[config.mk]
export PLATFORM = sky130hd
export DESIGN_NAME = shimm_acc_sub
export DESIGN_NICKNAME = d
export VERILOG_FILES = /design/src/rtl/shimm_pkg.sv /design/src/rtl/shimm_decode.sv /design/src/rtl/shimm_operand.sv /design/src/rtl/shimm_subtract.sv /design/src/rtl/shimm_acc_sub.sv
export SDC_FILE = /design/constraint.sdc
export NUM_CORES = 1
export LEC_CHECK = 0
export BUFFER_PORTS_ARGS = -buffer_cell sky130_fd_sc_hd__buf_2
export CORE_ASPECT_RATIO = 1.5
export CORE_MARGIN = 2
export CORE_UTILIZATION = 55
export DETAILED_ROUTE_END_ITERATION = 8
export GPL_TIMING_DRIVEN = 0
export HOLD_SLACK_MARGIN = 0.06
export PLACE_DENSITY = 0.8
export SKIP_CTS_REPAIR_TIMING = 1
export SYNTH_ARGS = -nofsm -noshare
export SYNTH_HDL_FRONTEND = slang
export SYNTH_SLANG_ARGS = --single-unit
[constraint.sdc]
create_clock -name clk -period 9.1 [get_ports clk]
set_input_delay 1.82 -clock clk [delete_from_list [all_inputs] [get_ports clk]]
set_output_delay 1.82 -clock clk [all_outputs]
set_load 0.02 [all_outputs]
[src/rtl/shimm_pkg.sv]
package shimm_pkg;
    localparam int ACC_W   = 32;
    localparam int IMM_W   = 16;
    localparam int SHF_W   = 4;
    localparam int CNT_W   = 6;
    localparam int OPC_W   = 16 - SHF_W;
    localparam logic [OPC_W-1:0] OPC_MATCH = 12'hFF0;

    typedef enum logic [1:0] {
        OVF_NONE = 2'd0,
        OVF_POS  = 2'd1,
        OVF_NEG  = 2'd2
    } ovf_kind_t;
endpackage

[src/rtl/shimm_decode.sv]
module shimm_decode
    import shimm_pkg::*;
#(
    parameter int WORD_W = 16,
    parameter int SH_W   = SHF_W
) (
    input  logic [WORD_W-1:0] op_word,
    output logic              hit,
    output logic [SH_W-1:0]   shamt
);
    localparam int PFX_W = WORD_W - SH_W;

    always_comb begin
        hit   = (op_word[WORD_W-1:SH_W] == PFX_W'(OPC_MATCH));
        shamt = op_word[SH_W-1:0];
    end
endmodule

[src/rtl/shimm_operand.sv]
module shimm_operand
    import shimm_pkg::*;
#(
    parameter int IW   = IMM_W,
    parameter int AW   = ACC_W,
    parameter int SH_W = SHF_W
) (
    input  logic [IW-1:0]   imm,
    input  logic            sext,
    input  logic [SH_W-1:0] shamt,
    output logic [AW-1:0]   opnd
);
    localparam int PAD_W = AW - IW;

    logic [AW-1:0] ext;

    always_comb begin
        ext  = sext ? {{PAD_W{imm[IW-1]}}, imm} : {{PAD_W{1'b0}}, imm};
        opnd = ext << shamt;
    end
endmodule

[src/rtl/shimm_subtract.sv]
module shimm_subtract
    import shimm_pkg::*;
#(
    parameter int AW = ACC_W
) (
    input  logic [AW-1:0] acc,
    input  logic [AW-1:0] opnd,
    output logic [AW-1:0] diff,
    output logic          borrow,
    output ovf_kind_t     kind
);
    logic [AW:0] wide;

    always_comb begin
        wide   = {acc[AW-1], acc} - {opnd[AW-1], opnd};
        diff   = wide[AW-1:0];
        borrow = (acc < opnd);
        unique case ({wide[AW], wide[AW-1]})
            2'b01:   kind = OVF_POS;
            2'b10:   kind = OVF_NEG;
            default: kind = OVF_NONE;
        endcase
    end
endmodule

[src/rtl/shimm_acc_sub.sv]
module shimm_acc_sub
    import shimm_pkg::*;
#(
    parameter int AW = ACC_W,
    parameter int IW = IMM_W,
    parameter int CW = CNT_W
) (
    input  logic          clk,
    input  logic          rst_n,
    input  logic          exec,
    input  logic [15:0]   op_word,
    input  logic [IW-1:0] imm_word,
    input  logic          sext_mode,
    input  logic          sat_mode,
    output logic [AW-1:0] acc_q,
    output logic          flag_z,
    output logic          flag_n,
    output logic          flag_c,
    output logic          flag_v,
    output logic [CW-1:0] ovf_cnt
);
    localparam logic [AW-1:0] MAX_POS = {1'b0, {(AW-1){1'b1}}};
    localparam logic [AW-1:0] MAX_NEG = {1'b1, {(AW-1){1'b0}}};

    logic            hit;
    logic [SHF_W-1:0] shamt;
    logic [AW-1:0]   opnd;
    logic [AW-1:0]   diff;
    logic            borrow;
    ovf_kind_t       kind;
    logic            go;

    logic [AW-1:0]   res;
    logic [CW-1:0]   cnt_nx;
    logic            v_nx;

    shimm_decode #(.WORD_W(16), .SH_W(SHF_W)) u_dec (
        .op_word (op_word),
        .hit     (hit),
        .shamt   (shamt)
    );

    shimm_operand #(.IW(IW), .AW(AW), .SH_W(SHF_W)) u_opnd (
        .imm   (imm_word),
        .sext  (sext_mode),
        .shamt (shamt),
        .opnd  (opnd)
    );

    shimm_subtract #(.AW(AW)) u_sub (
        .acc    (acc_q),
        .opnd   (opnd),
        .diff   (diff),
        .borrow (borrow),
        .kind   (kind)
    );

    assign go = exec && hit;

    // Result selection per overflow class
    always_comb begin
        res    = diff;
        cnt_nx = ovf_cnt;
        v_nx   = flag_v;
        unique case (kind)
            OVF_NONE: ;
            OVF_POS: begin
                v_nx = 1'b1;
                if (sat_mode) res    = MAX_POS;
                else          cnt_nx = ovf_cnt + CW'(1);
            end
            OVF_NEG: begin
                v_nx = 1'b1;
                if (sat_mode) res    = MAX_NEG;
                else          cnt_nx = ovf_cnt - CW'(1);
            end
            default: ;
        endcase
    end

    // State register
    always_ff @(posedge clk) begin
        if (!rst_n) begin
            acc_q   <= '0;
            flag_z  <= 1'b0;
            flag_n  <= 1'b0;
            flag_c  <= 1'b0;
            flag_v  <= 1'b0;
            ovf_cnt <= '0;
        end else if (go) begin
            acc_q   <= res;
            flag_z  <= (res == '0);
            flag_n  <= res[AW-1];
            flag_c  <= ~borrow;
            flag_v  <= v_nx;
            ovf_cnt <= cnt_nx;
        end
    end


    v_sticky_chk: assert property (@(posedge clk) disable iff (!rst_n)
        flag_v |=> flag_v);


    sat_cnt_hold_chk: assert property (@(posedge clk) disable iff (!rst_n)
        (go && sat_mode) |=> $stable(ovf_cnt));


    sat_pos_chk: assert property (@(posedge clk) disable iff (!rst_n)
        (go && sat_mode && kind == OVF_POS) |=> (acc_q == MAX_POS));


    sat_neg_chk: assert property (@(posedge clk) disable iff (!rst_n)
        (go && sat_mode && kind == OVF_NEG) |=> (acc_q == MAX_NEG));


    cnt_up_chk: assert property (@(posedge clk) disable iff (!rst_n)
        (go && !sat_mode && kind == OVF_POS) |=> (ovf_cnt == CW'($past(ovf_cnt) + CW'(1))));


    idle_hold_chk: assert property (@(posedge clk) disable iff (!rst_n)
        !exec |=> ($stable(acc_q) && $stable(ovf_cnt) && $stable(flag_c)));


    opc_miss_chk: assert property (@(posedge clk) disable iff (!rst_n)
        (exec && !hit) |=> ($stable(acc_q) && $stable(flag_v)));
endmodule

Word level (Yosys, flattened, before mapping):

Cells that the tools add are included.

* output and inout bits: 42
* latch bits: 0
* bits in read-only memories: 0
* flip-flop bits (word level): 42
* input port bits: 37
* word-level logic and storage cells: 33
* memory bits (writable): 0
* memories: 0

* equality and inequality tests: 7
* order comparisons: 1
* bitwise logic cells: 1
* shifts and indexed selects: 1
* add/subtract/negate cells: 3
* reduce and logical (&&, ||, !) cells: 6
* mux-type cells: 8
* multiply operators: 0
* div/mod/pow operators: 0

Operators by type and width (number)
* 32-bit 2-to-1 mux: 3
* 32-bit one-hot mux with 2 select lines: 1
* 32-bit by 32-bit subtractor with 33-bit output: 1
* 32-bit logical NOT: 1
* 32-bit less-than comparator: 1
* 32-bit by 4-bit left shift with 32-bit output: 1
* 12-bit == test (second input constant): 1
* 6-bit 2-to-1 mux: 2
* 6-bit one-hot mux with 2 select lines: 1
* 6-bit by 1-bit adder with 6-bit output (second input constant): 1
* 6-bit by 1-bit subtractor with 6-bit output (second input constant): 1
* 2-bit by 1-bit == test with 1-bit output (second input constant): 2
* 2-bit == test (second input constant): 2
* 2-bit inequality test (second input constant): 2
* 2-bit one-hot mux with 2 select lines: 1
* 4-bit AND reduction: 1
* 2-bit AND reduction: 1
* 2-bit nonzero test: 1
* 2-bit OR reduction: 1
* 1-bit logical AND: 1
* 1-bit NOT: 1

Longest topological paths before layout:

* word-level depth: 8
* depth in mapped cells: 32
* gate-level depth less buffers: 29

Modules after synthesis:

From an unflattened synthesis, not the netlist that was laid out.

* cells, all modules: 675
* area, all modules: 5141.2 µm²

By module, submodules not included
* shimm_acc_sub: instances 1, cells each 239, sequential area each 820.8 µm², area an instance 2054.5 µm²
* shimm_subtract: instances 1, cells each 266, sequential area each 0.0 µm², area an instance 1828.0 µm²
* shimm_operand: instances 1, cells each 162, sequential area each 0.0 µm², area an instance 1189.9 µm²
* shimm_decode: instances 1, cells each 8, sequential area each 0.0 µm², area an instance 68.8 µm²

Least setup slack after synthesis:

No wires, ideal clock.

* kind: input to register
* start: in op_word[1]
* end: reg flag_z
* arrival time: 7.053 ns
* stages: 28
* setup time: 0.061 ns
* path buffers: 3
* data required time: 9.039 ns
* setup slack: 1.986 ns
* cell sequence: clkbuf_1 > buf_1 > mux2i_1 > nor2_1 > a31oi_1 > nand2_1 > o21ai_0 > or2_2 > ha_1 > buf_2 > a21o_1 > a31oi_1 > o221ai_1 > a21oi_4 > o31ai_2 > a31oi_4 > o31ai_1 > a21oi_1 > xor2_1 > ha_1 > nand2b_1 > nor2_1 > nor3_1 > nand4_1 > or4_4 > o41ai_2 > o2111a_1 > a32o_1

* word-level cells in the longest chain between the ends: 7
* elaborated cells on any way between the ends: 11
* those cells by class: add/sub: 1; eq/ne: 4; shift: 1; mux: 4; reduce/logical: 1

Ends and longest elaborated chain
* from (decl): line shimm_acc_sub.sv:11 `input logic [15:0] op_word,`
* 32-bit by 4-bit left shift with 32-bit output *: line shimm_operand.sv:19 `opnd = ext << shamt;`
* 32-bit by 32-bit subtractor with 33-bit output *: line shimm_subtract.sv:15 `wide = {acc[AW-1], acc} - {opnd[AW-1], opnd};`
* 2-bit == test / 2-bit by 1-bit == test with 1-bit output (equally long branches): line shimm_subtract.sv:18 `unique case ({wide[AW], wide[AW-1]})`
* 2-bit one-hot mux with 2 select lines: line shimm_subtract.sv:18
* 2-bit == test / 2-bit by 1-bit == test with 1-bit output (equally long branches): line shimm_acc_sub.sv:65 `unique case (kind)`
* 32-bit one-hot mux with 2 select lines *: line shimm_acc_sub.sv:65
* 32-bit logical NOT *: line shimm_acc_sub.sv:92 `flag_z <= (res == '0);`
* to (signal assigned): line shimm_acc_sub.sv:92
* to (decl): line shimm_acc_sub.sv:16 `output logic flag_z,`

Mark *: on every way between the ends. The rest lies on a longest branch, timed or not.
A chain may end at the register's enable or synchronous reset.

Worst setup path after layout:

* start: in op_word[0]
* end: reg flag_z

Same word-level chain as after synthesis.

==> flow_metrics.env <==
export IMPL_status="complete, no violations"
export IMPL_fin_skew_ps=4.23
export IMPL_worst_path_max_fanout=10
export IMPL_layout_commonest_cell="buf_2"
export IMPL_clk_path_buf_depth=2
export IMPL_syn_nets=697
export IMPL_synth_async_reset_ratio_pct=0
export IMPL_hold_violations=0
export IMPL_crit_arrival_ps=8710
export IMPL_slew_headroom_pct=28.4
export IMPL_gp_congestion=0.928
export IMPL_nFillCells=810
export IMPL_setup_tns_ps=0
export IMPL_r2r_cells=22
export IMPL_crit_path_end_kind="flop"
export IMPL_synth_cells=620
export IMPL_synth_seq_cells=41
export IMPL_min_to="flag_v"
export IMPL_required_ps=9280
export IMPL_pin_count=79
export IMPL_multi_input_area_mm2=0.00357
export IMPL_cts_tree="yes"
export IMPL_vias=5117
export IMPL_via_per_inst=6.33
export IMPL_hold_depth=1
export IMPL_setup_viol=0
export IMPL_grt_pass1_vias=5106
export IMPL_clock_sinks=41
export IMPL_fin_crit_ps=8530
export IMPL_dieArea_mm2=0.00916
export IMPL_met3_usage_pct=4.02
export IMPL_seq_area_um2=821
export IMPL_post_route_util_pct=63.7
export IMPL_worstMarginPinSlew_ps=1070
export IMPL_htreeDepth=2
export IMPL_cts_buffers=5
export IMPL_drc=0
export IMPL_track_usage_pct=34.0
export IMPL_yosysUniqueCellTypes=64
export IMPL_ys_flop_type="dfxtp_1"
export IMPL_dieHeight_um=116
export IMPL_r2r_start="acc_q[0]"
export IMPL_vdd_drop_max_uv=102
export IMPL_p_per_area_mw_per_mm2=109
export IMPL_post_route_period_util_pct=93.7
export IMPL_grt_pass1_wl_um=24400
export IMPL_dpl_hpwl_um=12400
export IMPL_drv_cap=0
export IMPL_initial_core_util_pct=55.6
export IMPL_drv_slew=0
export IMPL_dr_pass1_iters=6
export IMPL_n_antenna_cell=0
export IMPL_wl_per_cell_um=18.9
export IMPL_final_nets=778
export IMPL_area_growth_pct=14.7
export IMPL_cp_start_kind="input port"
export IMPL_clockRootBuffer="clkbuf_16"
export IMPL_drive_gt1_share_pct=16.2
export IMPL_overflow=0
export IMPL_postRouteAntennaNets=0
export IMPL_grt_max_degree=13
export IMPL_rr_endpoint="flag_z"
export IMPL_syn_area_mm2=0.00462
export IMPL_clock_latency_ps=290
export IMPL_port_buffer_count=74
export IMPL_hp_class="reg2reg"
export IMPL_antenna_found_initial=0
export IMPL_max_freq_ghz=0.117
export IMPL_drtIter0Drc=281
export IMPL_layout_common_cells="buf_2 (78), nand2_1 (72), a21oi_1 (65), o21ai_0 (43), nor2_1 (42)"
export IMPL_use_met2_pct=63.2
export IMPL_yosysSeqAreaShare_pct=17.8
export IMPL_r2r_slack_ps=3250
export IMPL_ys_warnings_count=0
export IMPL_finalWirelength_um=15300
export IMPL_grt_setup_unrepaired="false"
export IMPL_core_region_area_mm2=0.00831
export IMPL_p_leak_uw=0.00237
export IMPL_dieWidth_um=78.8
export IMPL_synth_edf_count=0
export IMPL_grt_busiest_layer="met2"
export IMPL_globalRouteMet1Util_pct=35.7
export IMPL_worstSetupPathType="in2reg"
export IMPL_avgSynthCellArea_um2=7.45
export IMPL_num_rows=41
export IMPL_worstHoldStart="flag_v"
export IMPL_clk_pin_slew_ps=60
==> cells in the mapped netlist, drive strengths merged, types with 10 or more instances <==
master,instances,area (µm²)
dfxtp,41,821
nand4,11,68.8
nor2,42,158
o21ai,46,230
ha,38,475
nor2b,20,125
a21boi,11,82.6
mux2i,20,200
clkbuf,31,116
inv,18,67.6
a21oi,66,342
and2,13,83.8
a21o,17,128
nand2,72,270
xnor2,24,210
a31oi,10,77.6
a211oi,12,90.1
==> critical path, cell delays in order <==
cell,delay [ps]
clkbuf_1,540
clkinv_1,500
and3_1,320
and2_1,180
ha_1,210
fa_1,390
nand2b_1,200
a21oi_1,370
a21oi_1,160
o211ai_1,230
a41o_1,290
a41oi_1,220
o31ai_1,510
a21oi_1,180
o21a_1,230
ha_1,330
nand2b_1,200
nor2_1,200
clkbuf_1,450
o21ai_0,250
nand4_1,180
nor4_1,70
and4_1,230
o2111a_1,230
a32o_1,200
==> flip-flops by register name, summed over array words and instances, names as in the netlist <==
register and cells:
flag_c 1, flag_z 1, flag_v 1, ovf_cnt 6, acc_q 32
==> metrics by stage <==
| stage | std cells | instance area (µm²) | hold WS (ps) | worst slack [ps] | power (µW) |
|---|---|---|---|---|---|
| final | 809 | 5300 | 466 | 569 | 579 |
| after global routing | 809 | 5300 | 493 | 187 | 602 |
| after CTS | 809 | 5300 | 468 | 699 | 575 |
| after detailed placement | 801 | 5120 | 454 | 459 | 365 |
| after global placement | 801 | 5120 | 450 | 532 | 361 |
| after floorplan | 620 | 4620 | 554 | 1990 | 314 |
==> where the power goes <==
group	total [µW]	internal, µW	leakage, µW	switching, µW
Clock	213	137	0.0000841	75.5
Combinational	187	67.7	0.00196	119
Sequential	179	179	0.000330	0.0172
Total	579	384	0.00237	195
==> cell families after synthesis <==
kind of cell	after synthesis	synth area share (%)
AO/OA/AOI/OAI	214	30.1
AND/OR/NAND/NOR	202	21.2
buffers and inverters	59	4.98
flip-flops	41	17.8
adder cells (fa/ha/maj)	40	11.2
XOR/XNOR	32	6.07
multiplexers	32	8.72
==> layer usage <==
layer / vias up / share of wire, %
met3: 61 / 5.9
met2: 248 / 51
li1: 2430 / -
met5: - / 0
met1: 2378 / 37
met4: 0 / 6.1
==> worst max-delay path by stage <==
| stage | from | to | slack (ps) | cells after the start |
|---|---|---|---|---|
| 2_1_floorplan | op_word[1] | flag_z | 1990 | 28 |
| 3_3_place_gp | op_word[0] | flag_z | 530 | 25 |
| 3_5_place_dp | op_word[0] | flag_z | 460 | 25 |
| 4_1_cts | op_word[0] | flag_z | 700 | 25 |
| 5_1_grt | op_word[0] | flag_z | 190 | 25 |
| 6_report | op_word[0] | flag_z | 570 | 25 |
==> area by class of cell <==
type	count	share of cell area [%]
Multi-Input combinational cell	520	67.4
Sequential cell	41	15.5
Timing Repair Buffer	74	6.99
Buffer	40	3.00
Clock buffer	7	2.69
Tap cell	107	2.53
Inverter	19	1.35
Clock inverter	1	0.567
No activity file was read; power rests on OpenSTA's default activity.
